===== src/rtl/phase_detector_tc.sv =====
module phase_detector_tc #(
  parameter int SYNC_STAGES = 2
) (
  input  logic clk,
  input  logic rst,
  input  logic ref_in,
  input  logic fb_in,
  input  logic invert_sense,
  input  logic up_allow,
  input  logic dn_allow,
  output logic pump_up,
  output logic pump_dn,
  output logic pump_float
);
  localparam int SH_W = SYNC_STAGES + 1;

  typedef enum logic [1:0] {ST_IDLE = 2'd0, ST_UP = 2'd1, ST_DN = 2'd2} trk_t;

  logic [SH_W-1:0] ref_sh, fb_sh;
  logic            ref_edge, fb_edge;
  trk_t            state, state_nx;

  always_ff @(posedge clk) begin
    if (rst) begin
      ref_sh <= '0;
      fb_sh  <= '0;
    end else begin
      ref_sh <= {ref_sh[SH_W-2:0], ref_in};
      fb_sh  <= {fb_sh[SH_W-2:0], fb_in};
    end
  end

  assign ref_edge = ref_sh[SH_W-2] & ~ref_sh[SH_W-1];
  assign fb_edge  = fb_sh[SH_W-2]  & ~fb_sh[SH_W-1];

  always_comb begin
    state_nx = state;
    if (ref_edge && !fb_edge) begin
      case (state)
        ST_IDLE: state_nx = ST_UP;
        ST_DN:   state_nx = ST_IDLE;
        default: state_nx = ST_UP;
      endcase
    end else if (fb_edge && !ref_edge) begin
      case (state)
        ST_IDLE: state_nx = ST_DN;
        ST_UP:   state_nx = ST_IDLE;
        default: state_nx = ST_DN;
      endcase
    end
  end

  always_ff @(posedge clk) begin
    if (rst) state <= ST_IDLE;
    else     state <= state_nx;
  end

  logic raw_up, raw_dn;
  assign raw_up = (state == ST_UP);
  assign raw_dn = (state == ST_DN);

  assign pump_up    = (invert_sense ? raw_dn : raw_up) & up_allow;
  assign pump_dn    = (invert_sense ? raw_up : raw_dn) & dn_allow;
  assign pump_float = ~up_allow & ~dn_allow;
endmodule


===== config.mk =====
export PLATFORM = sky130hd
export DESIGN_NAME = phase_detector_tc
export DESIGN_NICKNAME = d
export VERILOG_FILES = /design/src/rtl/phase_detector_tc.sv
export SDC_FILE = /design/constraint.sdc
export NUM_CORES = 1
export LEC_CHECK = 0
export ABC_AREA = 1
export BUFFER_PORTS_ARGS = -buffer_cell sky130_fd_sc_hd__buf_2
export CAP_MARGIN = 5
export CELL_PAD_IN_SITES_DETAIL_PLACEMENT = 1
export CELL_PAD_IN_SITES_GLOBAL_PLACEMENT = 1
export CORE_AREA = 5 5 42 44
export CTS_BUF_LIST = sky130_fd_sc_hd__clkbuf_4 sky130_fd_sc_hd__clkbuf_8 sky130_fd_sc_hd__clkbuf_16
export DETAILED_ROUTE_END_ITERATION = 8
export DIE_AREA = 0 0 47 49
export PLACE_DENSITY = 0.54
export SKIP_LAST_GASP = 1
export SYNTH_ARGS = -nofsm -noshare
export SYNTH_HDL_FRONTEND = slang
export SYNTH_SLANG_ARGS = --single-unit

===== constraint.sdc =====
create_clock -name clk -period 3.05 [get_ports clk]
set_input_delay 0 -clock clk [delete_from_list [all_inputs] [get_ports clk]]
set_output_delay 0 -clock clk [all_outputs]
set_load 0.01 [all_outputs]

==> results.sh <==
export IMPL_via_per_inst=3.86
export IMPL_rsz0062_at_grt="no"
export IMPL_max_freq_ghz=0.790
export IMPL_path_class="reg2reg"
export IMPL_synth_simple_area_share_pct=26.9
export IMPL_dp_hpwl_um=493
export IMPL_cts_buffers_inserted=3
export IMPL_globalplace_congestion=0.701
export IMPL_arrival_ps=1400
export IMPL_clock_path_buffers=2
export IMPL_setup_ws_ps=1780
export IMPL_hold_depth=3
export IMPL_final_antenna_net_count=0
export IMPL_hold_viol=0
export IMPL_ys_types=10
export IMPL_cts_root_buf="clkbuf_4"
export IMPL_die_w_um=47
export IMPL_power_density_mw_per_mm2=472
export IMPL_p_leak_uw=0.000239
export IMPL_irDropWorstVdd_v=0.000192
export IMPL_setup_viol=0
export IMPL_drt_wirelength_per_cell_um=8.06
export IMPL_drive_gt1_share_pct=25.8
export IMPL_synth_top_family_by_area="simple AND/OR/NAND/NOR gates"
export IMPL_grt_usage_pct=7.05
export IMPL_coreArea_mm2=0.00140
export IMPL_synthXorXnorAreaFrac_pct=0
export IMPL_place_ws_ps=1780
export IMPL_hold_path_end="pump_float"
export IMPL_status="complete, no violations"
export IMPL_ys_seq_elements=8
export IMPL_cp_slowest_cell="dfxtp_1"
export IMPL_path_max_fanout=2
export IMPL_drv_cap=0
export IMPL_grt_pass1_vias=334
export IMPL_cts_htree_levels=1
export IMPL_initial_core_util_pct=23.2
export IMPL_cts_resized=0
export IMPL_grt_max_degree=8
export IMPL_r2r_start="fb_sh[1]"
export IMPL_areaGrowthSynthToFinish_pct=39.2
export IMPL_synth_fp_nets=54
export IMPL_grt_ovfl_total=0
export IMPL_synth_fa_ha_area_share_pct=3.85
export IMPL_synthMuxAreaShare_pct=0
export IMPL_fin_nets=72
export IMPL_clkSinkCount=8
export IMPL_dr_pass1_iters=1
export IMPL_worstMarginPinSlew_ps=151
export IMPL_wl_um=629
export IMPL_timing_rr_end="state[1]"
export IMPL_path_clk_slew_ps=50
export IMPL_io_buffers=9
export IMPL_crit_path_start_kind="flip-flop"
export IMPL_grt_antenna_before_repair=0
export IMPL_critical_path_max_stage_delay_ps=300
export IMPL_synthCells=46
export IMPL_drc=0
export IMPL_yosys_warnings=0
export IMPL_seq_area_frac_synth_pct=49.2
export IMPL_finalCriticalPeriod_ps=1270
export IMPL_end_kind="flip-flop"
export IMPL_path_cells="inv_1, or2_2, ha_1, inv_1, nand2_1, nand2_1, nor2_1"
export IMPL_synth_compound_area_share_pct=7.31
export IMPL_hp_start="dn_allow"
export IMPL_max_slew_margin_rel_pct=89.9
export IMPL_die_h_um=49
export IMPL_clock_latency_ps=240
export IMPL_hp_class="in2out"
export IMPL_rrSetupSlack_ps=1780
export IMPL_diodes=0
export IMPL_synth_area_per_cell_um2=7.07
export IMPL_finClkSkew_ps=6.25
export IMPL_drv_slew=0
export IMPL_cts_tree="built"
export IMPL_r2r_cells=7
export IMPL_crit_required_ps=3180
export IMPL_drt_iter0_drc=0
export IMPL_vias=301
export IMPL_grt_pass1_wl_um=1170
export IMPL_finalSetupTns_ps=0
export IMPL_ioPinCount=10
export IMPL_netlist_area_um2=325
export IMPL_rows=14
export IMPL_dieArea_mm2=0.00230
export IMPL_fin_crit_sh_pct=41.5
## flip-flops by register name, indices dropped and copies added (netlist names)
register	flops
fb_sh	3
state	2
ref_sh	3
## layer usage
metal | vias to the layer above | GRT usage (%) | routed length (µm)
met2 | 5 | 12.7 | 343
met1 | 129 | 5.74 | 251
li1 | 167 | - | -
met5 | - | 0 | 0
met3 | 0 | 3.32 | 34
met4 | 0 | 4.15 | 0
## cell type report
type                    count  area, µm²
repair buffers             13       85.1
inverters                  11       41.3
flip-flops and latches      8        160
clock buffers               3       22.5
fillers                   195        948
well taps                  16       20.0
multi-input cells          27        124
## through the flow
step | hold slack, ps | area (µm²) | power, µW | utilization (%) | instances
after floorplan | 42.9 | 325 | 128 | - | 46
after global placement | 198 | 390 | 138 | 27.9 | 71
after detailed placement | 210 | 390 | 138 | 27.9 | 71
after CTS | 246 | 453 | 221 | 32.3 | 78
after global routing | 273 | 453 | 229 | 32.3 | 78
final | 242 | 453 | 214 | 32.3 | 78
## where the power goes
group,switching [µW],internal [µW],total [µW]
clock network,30.4,44.7,75.1
logic,13.5,13.7,27.2
registers,2.29,109,112
total,46.3,168,214
## critical path: cells and delay by family, from the launching register on
family	cells	cell delay, ps
buffers and inverters	2	110
and+or+nand+nor	4	450
DFF	1	300
adders and majority gates	1	290
## cell usage after synthesis (all sizes together)
master,instances,area share [%]
a21oi,4,7.3
dfxtp,8,49
ha,1,3.8
inv,11,13
nand2,10,12
nor2,11,13
or2,1,1.9
## cell families after synthesis
kind of cell / Yosys count
AO/OA/AOI/OAI: 4
adder cells (fa/ha/maj): 1
flip-flops: 8
buffers and inverters: 11
AND/OR/NAND/NOR: 22
## cell usage in the layout, fill, tap and decap left out
cell,count
a21oi_1,3
a21oi_2,1
buf_2,9
clkbuf_4,3
dfxtp_1,8
dlygate4sd3_1,4
ha_1,1
inv_1,10
inv_2,1
nand2_1,9
nand2_2,1
nor2_1,11
or2_2,1
## how the worst max path moves through the flow
| stage | startpoint | to | cells past startpoint |
|---|---|---|---|
| after floorplan | fb_sh[1] | state[1] | 7 |
| after global placement | fb_sh[1] | state[1] | 7 |
| after detailed placement | fb_sh[1] | state[1] | 7 |
| after CTS | fb_sh[1] | state[1] | 7 |
| after global routing | fb_sh[1] | state[1] | 7 |
| final | fb_sh[1] | state[1] | 7 |
## timing repair
item | in CTS | in global routing
hold buffers | 4 | 0
setup buffers | 0 | 0
setup endpoints to repair | 0 | 0
hold endpoints to repair | 3 | 0
Power figures use the tool's default switching activity.
